<file path="config.mk">
export PLATFORM = sky130hd
export DESIGN_NAME = mmu_ctl_reg
export DESIGN_NICKNAME = d
export VERILOG_FILES = /design/src/rtl/mmu_ctl_pkg.sv /design/src/rtl/mmu_repl_counter.sv /design/src/rtl/mmu_ctl_fields.sv /design/src/rtl/mmu_sq_guard.sv /design/src/rtl/mmu_ctl_reg.sv
export SDC_FILE = /design/constraint.sdc
export NUM_CORES = 1
export LEC_CHECK = 0
export BUFFER_PORTS_ARGS = -buffer_cell sky130_fd_sc_hd__buf_2
export CORE_UTILIZATION = 37
export CTS_BUF_LIST = sky130_fd_sc_hd__clkbuf_4
export DETAILED_ROUTE_END_ITERATION = 10
export PLACE_DENSITY = 0.89
export SKIP_LAST_GASP = 1
export SLEW_MARGIN = 30
export SYNTH_ARGS = -nofsm -noshare
export SYNTH_HDL_FRONTEND = slang
export SYNTH_HIERARCHICAL = 1
export SYNTH_SLANG_ARGS = --single-unit
</file>
<file path="constraint.sdc">
create_clock -name clk -period 1.5 [get_ports clk]
set_input_delay 0.075 -clock clk [delete_from_list [all_inputs] [get_ports clk]]
set_output_delay 0.075 -clock clk [all_outputs]
set_load 0.1 [all_outputs]
</file>
<file path="src/rtl/mmu_ctl_pkg.sv">
package mmu_ctl_pkg;
  localparam int IDX_W   = 6;
  localparam int DATA_W  = 32;
  localparam int EN_BIT  = 0;
  localparam int INV_BIT = 1;
  localparam int SV_BIT  = 2;
  localparam int SQ_BIT  = 3;
  localparam int BND_LSB = 8;
  localparam int CNT_LSB = 16;

  typedef struct packed {
    logic xlat_en;
    logic single_space;
    logic sq_priv;
  } mmu_flags_t;
endpackage

</file>
<file path="src/rtl/mmu_repl_counter.sv">
module mmu_repl_counter #(
  parameter int W = 6
) (
  input  logic         clk,
  input  logic         rst,
  input  logic         set_en,
  input  logic [W-1:0] set_val,
  input  logic         step,
  input  logic [W-1:0] bnd,
  output logic [W-1:0] cnt
);
  localparam logic [W-1:0] ONE = {{(W-1){1'b0}}, 1'b1};

  logic         at_bnd;
  logic [W-1:0] nxt;

  always_comb begin
    at_bnd = (bnd != '0) && (cnt == bnd);
    nxt    = at_bnd ? '0 : cnt + ONE;
  end

  always_ff @(posedge clk) begin
    if (rst)         cnt <= '0;
    else if (set_en) cnt <= set_val;
    else if (step)   cnt <= nxt;
  end
endmodule

</file>
<file path="src/rtl/mmu_ctl_fields.sv">
module mmu_ctl_fields
  import mmu_ctl_pkg::*;
#(
  parameter int IW = 6,
  parameter int DW = 32
) (
  input  logic          clk,
  input  logic          rst,
  input  logic          wr_en,
  input  logic [DW-1:0] wr_data,
  output mmu_flags_t    flags,
  output logic [IW-1:0] bnd,
  output logic          inval_pulse
);
  always_ff @(posedge clk) begin
    if (rst) begin
      flags       <= '0;
      bnd         <= '0;
      inval_pulse <= 1'b0;
    end else begin
      inval_pulse <= wr_en && wr_data[INV_BIT];
      if (wr_en) begin
        flags.xlat_en      <= wr_data[EN_BIT];
        flags.single_space <= wr_data[SV_BIT];
        flags.sq_priv      <= wr_data[SQ_BIT];
        bnd                <= wr_data[BND_LSB +: IW];
      end
    end
  end
endmodule

</file>
<file path="src/rtl/mmu_sq_guard.sv">
module mmu_sq_guard
  import mmu_ctl_pkg::*;
(
  input  logic       clk,
  input  logic       rst,
  input  logic       sq_access,
  input  logic       user_mode,
  input  mmu_flags_t flags,
  output logic       sq_fault
);
  always_ff @(posedge clk) begin
    if (rst) sq_fault <= 1'b0;
    else     sq_fault <= sq_access && user_mode && flags.sq_priv && flags.xlat_en;
  end
endmodule

</file>
<file path="src/rtl/mmu_ctl_reg.sv">
module mmu_ctl_reg
  import mmu_ctl_pkg::*;
#(
  parameter int IDX_W  = mmu_ctl_pkg::IDX_W,
  parameter int DATA_W = mmu_ctl_pkg::DATA_W
) (
  input  logic              clk,
  input  logic              rst,
  input  logic              wr_en,
  input  logic [DATA_W-1:0] wr_data,
  output logic [DATA_W-1:0] rd_data,
  input  logic              tlb_access,
  input  logic              tlb_load,
  input  logic              sq_access,
  input  logic              user_mode,
  output logic [IDX_W-1:0]  repl_idx,
  output logic              inval_pulse,
  output logic              xlat_en,
  output logic              single_space,
  output logic              sq_fault
);
  mmu_flags_t       flags;
  logic [IDX_W-1:0] bnd;

  mmu_ctl_fields #(.IW(IDX_W), .DW(DATA_W)) u_fields (
    .clk(clk), .rst(rst), .wr_en(wr_en), .wr_data(wr_data),
    .flags(flags), .bnd(bnd), .inval_pulse(inval_pulse)
  );

  mmu_repl_counter #(.W(IDX_W)) u_cnt (
    .clk(clk), .rst(rst),
    .set_en(wr_en), .set_val(wr_data[CNT_LSB +: IDX_W]),
    .step(tlb_access && !tlb_load), .bnd(bnd), .cnt(repl_idx)
  );

  mmu_sq_guard u_sq (
    .clk(clk), .rst(rst), .sq_access(sq_access), .user_mode(user_mode),
    .flags(flags), .sq_fault(sq_fault)
  );

  always_comb begin
    rd_data                      = '0;
    rd_data[EN_BIT]              = flags.xlat_en;
    rd_data[SV_BIT]              = flags.single_space;
    rd_data[SQ_BIT]              = flags.sq_priv;
    rd_data[BND_LSB +: IDX_W]    = bnd;
    rd_data[CNT_LSB +: IDX_W]    = repl_idx;
    xlat_en                      = flags.xlat_en;
    single_space                 = flags.single_space;
  end
endmodule

</file>
==> results of run 1 <==
[state kept, by name (all words and copies together) (netlist names)]
name / count
u_cnt/cnt: 6
u_fields/bnd: 6
u_fields/flags: 3
u_fields/inval_pulse: 1
u_sq/sq_fault: 1
[path summary, 6_finish.rpt]
| kind | start | end | slack, ps |
|---|---|---|---|
| worst min-delay path | wr_data[3] | u_fields/flags[0] | 20 |
| worst min register to register | u_fields/flags[0] | u_sq/sq_fault | 510 |
| worst max register to register | u_cnt/cnt[2] | u_cnt/cnt[0] | -140 |
| worst max-delay path | u_cnt/cnt[2] | u_cnt/cnt[0] | -140 |
[synth_stat cells (all sizes together)]
cell type | n | share of area
o211ai | 3 | 0.021
o311ai | 1 | 0.025
inv | 3 | 0.011
conb | 1 | 0.0035
o22ai | 1 | 0.0059
nor2b | 1 | 0.013
mux2i | 9 | 0.085
o21ai | 2 | 0.013
a211o | 1 | 0.0083
a21oi | 9 | 0.043
nand2 | 2 | 0.0071
nand3 | 3 | 0.014
or4 | 1 | 0.011
ha | 1 | 0.012
nor2 | 13 | 0.046
o31ai | 1 | 0.012
nand4 | 1 | 0.0059
nor3b | 5 | 0.040
xnor2 | 9 | 0.074
clkbuf | 1 | 0.0035
buf | 28 | 0.20
xor2 | 1 | 0.0083
nand2b | 1 | 0.0059
a221oi | 1 | 0.014
dfxtp | 17 | 0.32
[layer usage]
metal,global-route usage,vias to the layer above,routed length (um)
met1,0.1679,415,921
met4,0.06429,0,0
met3,0.02342,0,124
met5,0,-,0
li1,-,440,-
met2,0.2668,34,1154
[area by class of cell]
class	count	area, sq um	share of cell area
timing repair buffer	53	282.8	0.2201
clock buffer	3	22.52	0.01753
multi-input combinational	83	561.8	0.4372
tap	31	38.79	0.03019
clock inverter	1	5.005	0.003895
inverter	3	11.26	0.008763
sequential	17	362.8	0.2824
[what timing repair did]
item,in CTS,in global routing
pin swaps,2,1
resized for setup,1,0
setup endpoints to repair,6,6
buffers inserted,0,0
hold buffers,1,0
hold endpoints to repair,1,0
[metrics by stage]
| stage | hold slack [ps] | setup slack, ps | area (sq um) | std cells |
|---|---|---|---|---|
| floorplan | 145.7 | -226.5 | 1141 | 132 |
| global placement | 296.5 | -81.10 | 1241 | 186 |
| detailed placement | 298.7 | -115.0 | 1241 | 186 |
| CTS | 11.54 | -142.0 | 1285 | 191 |
| global route | 7.958 | -200.9 | 1285 | 191 |
| finish | 17.27 | -142.7 | 1285 | 191 |
[logic make-up after synthesis]
logic type | after synthesis
xor+xnor | 10
compound gates | 19
simple gates | 27
fa+ha+maj | 1
flops | 17
other cells | 1
buf+inv | 32
mux | 9
[power by group through the flow]
stage | registers, mW | clock network (mW) | logic [mW]
final | 0.505 | 0.242 | 0.714
after global routing | 0.511 | 0.272 | 0.739
after global placement | 0.516 | 0 | 0.703
after detailed placement | 0.516 | 0 | 0.708
after floorplan | 0.711 | 0 | 0.466
after CTS | 0.505 | 0.252 | 0.713
[worst max-delay path, cell delays in order, from the launching register on]
cell and delay [ps]:
dfxtp_4 360, or4_4 540, o311ai_4 320, o21ai_1 140, a221oi_2 200
[placed cells by master, fill, tap and decap left out, drive strengths merged, types with 2 or more instances in the layout]
master / Yosys / final
xnor2: 9 / 9
nor3b: 5 / 5
conb: 1 / 17
dfxtp: 17 / 17
buf: 28 / 52
o21ai: 2 / 2
o211ai: 3 / 3
clkbuf: 1 / 3
a21oi: 9 / 9
nor2: 13 / 13
inv: 3 / 3
mux2i: 9 / 9
nand2: 2 / 2
nand3: 3 / 3
==> qor.yml, run 1 <==
outcome: "finished, violations left"
violations: "setup timing"
root_buffer: "clkbuf_4"
drc: 0
n_antenna_cell: 0
dp_hpwl_mm: 1.649
first_global_vias: 833
p_int_uw: 703.5
post-route-period-util: 1.095
fp.dieH_um: 55.49
power.switching_uw: 758.3
min_period_ps: 1643
nNetsFinal: 201
rows: 19
drtIter0Drc: 25
setup_viol: 6
hold_viol_final: 0
crit_path_max_fanout: 5
rsz0062_at_grt: "yes"
maxSlewViolCount: 0
power.share.switching: 0.5188
num_vias: 889
setup_tns_ps: -675.3
hold_depth: 3
grt_max_degree: 20
start_util: 0.3872
ys_seq_area_frac: 0.3215
clk_latency_ps: 290
cp.required_ps: 1710
synthMuxAreaShare: 0.08511
via_per_inst: 4.654
first_pass_iters: 4
grt_pass1_wl_mm: 3.601
hp-class: "in2reg"
syn_avg_cell_area_sq_um: 9.125
drt-total-wl_mm: 2.200
syn_area_sq_um: 1059
p_leak_nw: 0.6377
p_clk_frac: 0.166
synth_cell_type_count: 30
grt_use_total: 0.1469
grt_overflow: 0
worst_slack_ps: -142.7
pwr-share-comb: 0.488
peakVddDrop_mv: 0.5970
fmax_mhz: 608.8
fin_worst_skew_ps: 2.149
crit_path_end_kind: "register"
gp_congestion: 0.8563
fill_cells: 259
synth_compound_area_frac: 0.1418
synth_xor_area_frac: 0.08274
power.density_nw_per_um2: 1138
ant_nets: 0
io_buffers: 47
area_growth_pct: 21.39
cap_violations: 0
die_area_sq_um: 3079
numCtsBuffers: 3
p_total_mw: 1.462
die_width_um: 55.49
wire_per_inst_um: 11.52
synthCells: 116
cts_tree: "built"
rr_worst_depth: 4
grt_antenna_before_repair: 0
boundaryPins: 81
cts_max_path_buffers: 2
yosys_warnings: 6
synth-simple-area-share: 0.1430
h-tree-depth: 1
ys_ff_latch: 17
synth_top_family_by_area: "buffers and inverters"
numClockSinks: 17
path_class: "reg2reg"
arrival_ps: 1850
core_sq_um: 2734
synthAdderAreaFrac: 0.01182
worstSetupStartpointType: "register"
pwr-share-seq: 0.346
final_core_util: 0.4700
path_clk_slew_ps: 100
layout-drive-gt1-share: 0.4750
(Power assumes the default switching activity.)
==> run 2: changes to the inputs <==
--- a/config.mk
+++ b/config.mk
@@ -6,10 +6,10 @@
 export NUM_CORES = 1
 export LEC_CHECK = 0
 export BUFFER_PORTS_ARGS = -buffer_cell sky130_fd_sc_hd__buf_2
-export CORE_UTILIZATION = 37
+export CORE_UTILIZATION = 41
 export CTS_BUF_LIST = sky130_fd_sc_hd__clkbuf_4
 export DETAILED_ROUTE_END_ITERATION = 10
-export PLACE_DENSITY = 0.89
+export PLACE_DENSITY = 0.93
 export SKIP_LAST_GASP = 1
 export SLEW_MARGIN = 30
 export SYNTH_ARGS = -nofsm -noshare
==> constraint.sdc (replaced) <==
create_clock -name clk -period 1.8 [get_ports clk]
set_input_delay 0.09 -clock clk [delete_from_list [all_inputs] [get_ports clk]]
set_output_delay 0.09 -clock clk [all_outputs]
set_load 0.1 [all_outputs]
==> qor.yml, run 2 (synthesized netlist as in run 1, its figures left out) <==
grt_antenna_before_repair: 0  # unchanged
grt_overflow: 0  # unchanged
clk_latency_ps: 280  # about the same
post-route-period-util: 0.9590  # -0.1361
dp_hpwl_mm: 1.626  # -1.4%
crit_path_end_kind: "register"
n_antenna_cell: 0  # unchanged
grt_max_degree: 24  # +20%
min_period_ps: 1726  # +83.52 ps
rr_worst_depth: 4  # unchanged
area_growth_pct: 17.73
boundaryPins: 81  # unchanged
num_vias: 889  # unchanged
grt_pass1_wl_mm: 3.070  # -15%
arrival_ps: 1920  # +70 ps
layout_commonest_cell: "buf_2"
worstSetupStartpointType: "register"
endpoint: "u_cnt/cnt[0]"
r2r-start: "u_cnt/cnt[2]"
drc: 0  # unchanged
numCtsBuffers: 3  # unchanged
cts_max_path_buffers: 2  # unchanged
die_width_um: 52.81  # -4.8%
wire_per_inst_um: 11.21  # -2.6%
top_regs: "u_cnt/cnt: 6 flops, u_fields/bnd: 6 flops, u_fields/flags: 3 flops"
setup_viol: 0  # -6
dp_worst_setup_slack_ps: 84.51  # +199.5 ps
first_global_vias: 755  # -9.4%
die_area_sq_um: 2789  # -9.4%
rrSetupSlack_ps: 70  # +220 ps
fin_cells: 187  # -2.1%
hold_viol_final: 0  # unchanged
post-place-cells: 182  # -2.2%
startpoint: "u_cnt/cnt[2]"
cp.required_ps: 1990  # +280 ps
drt-total-wl_mm: 2.097  # -4.7%
rows: 18  # -1
outcome: "finished, final reports clean"
cap_violations: 0  # unchanged
h-tree-depth: 1  # unchanged
cts_tree: "built"
io_buffers: 47  # unchanged
fin_worst_skew_ps: 1.957  # -0.1924 ps
hp-class: "in2reg"
fp.dieH_um: 52.81  # -4.8%
power.density_nw_per_um2: 977.0  # -14%
p_leak_nw: 0.6208  # -2.7%
path_class: "reg2reg"
start_util: 0.4312  # +0.04401
fill_cells: 271  # +4.6%
rsz0062_at_grt: "no"
ant_nets: 0  # unchanged
core_sq_um: 2455  # -10%
relSlewSlack: 0.6565
hold_slack_ps: 26.21  # +8.939 ps
setup_tns_ps: 0  # +675.3 ps
layout-drive-gt1-share: 0.4331  # -0.04188
worst_slack_ps: 73.83  # +216.5 ps
first_pass_iters: 4  # unchanged
drtIter0Drc: 15  # -40%
root_buffer: "clkbuf_4"
crit_path_max_fanout: 8  # +3
maxSlewViolCount: 0  # unchanged
via_per_inst: 4.754  # +2.1%
grt_use_total: 0.1486  # +0.001746
p_total_mw: 1.218  # -17%
peakVddDrop_mv: 0.5132  # -14%
gp_congestion: 0.8012  # -6.4%
fmax_mhz: 579.3  # -4.8%
reg2reg_to: "u_cnt/cnt[0]"
nNetsFinal: 198  # -1.5%
tightest_slew_ps: 515.3
path_clk_slew_ps: 90  # about the same
layout_common_cells: "47 x buf_2, 17 x conb_1, 13 x nor2_1, 11 x dfxtp_1"
numClockSinks: 17  # unchanged
## run 2: cell types whose count changed in the layout (fill, tap and decap cells not counted), sizes merged
| cell | delta |
|---|---|
| clkinv | -1 |
| clkbuf | +1 |
| buf | -2 |
| dlygate4sd3 | -1 |
## run 2: where the power goes
part	switching [mW]	internal (mW)
sequential	0.0272	0.399
combinational	0.485	0.0993
clock	0.106	0.101
total	0.618	0.599
## run 2: repair_timing
item                       4_1_cts  5_1_grt
buffers inserted                 0        1
setup endpoints to repair        0        1
gates resized for setup          0        1
hold buffers                     0        0
hold endpoints to repair         0        0
## run 2: cell type report
cell class,instances,area (sq um),share of cell area
Sequential cell,17,350.3,0.2811
Multi-Input combinational cell,83,559.3,0.4488
Timing Repair Buffer,50,257.7,0.2068
Inverter,3,11.26,0.009036
Tap cell,30,37.54,0.03012
Clock buffer,4,30.03,0.02410
## run 2: stage by stage
| stage | area, sq um | utilization |
|---|---|---|
| detailed placement | 1205 | 0.4908 |
| finish | 1246 | 0.5076 |
| CTS | 1235 | 0.5031 |
| global placement | 1205 | 0.4908 |
| floorplan | 1129 | - |
| global route | 1246 | 0.5076 |
## run 2: worst min path at each step
stage,endpoint,depth (start not counted),slack (ps),start
2_1_floorplan,u_sq/sq_fault,1,160,rst
3_3_place_gp,u_fields/inval_pulse,3,320,wr_data[1]
3_5_place_dp,u_fields/inval_pulse,3,320,wr_data[1]
4_1_cts,u_fields/inval_pulse,3,20,wr_data[1]
5_1_grt,u_fields/bnd[3],3,40,wr_data[11]
6_report,u_fields/inval_pulse,3,30,wr_data[1]
## run 2: worst max-delay path, cell delays in order, from the launching register on
cell,delay (ps)
dfxtp_4,380
or4_4,550
o311ai_4,390
o21ai_2,90
a221oi_2,220
## run 2: per-layer routing
| layer | GRT usage | vias to the layer above | share of wire |
|---|---|---|---|
| met1 | 0.1606 | 412 | 0.42 |
| met4 | 0.03947 | 0 | 0 |
| met5 | 0 | - | 0 |
| li1 | - | 433 | - |
| met3 | 0.02609 | 0 | 0.062 |
| met2 | 0.2890 | 44 | 0.52 |
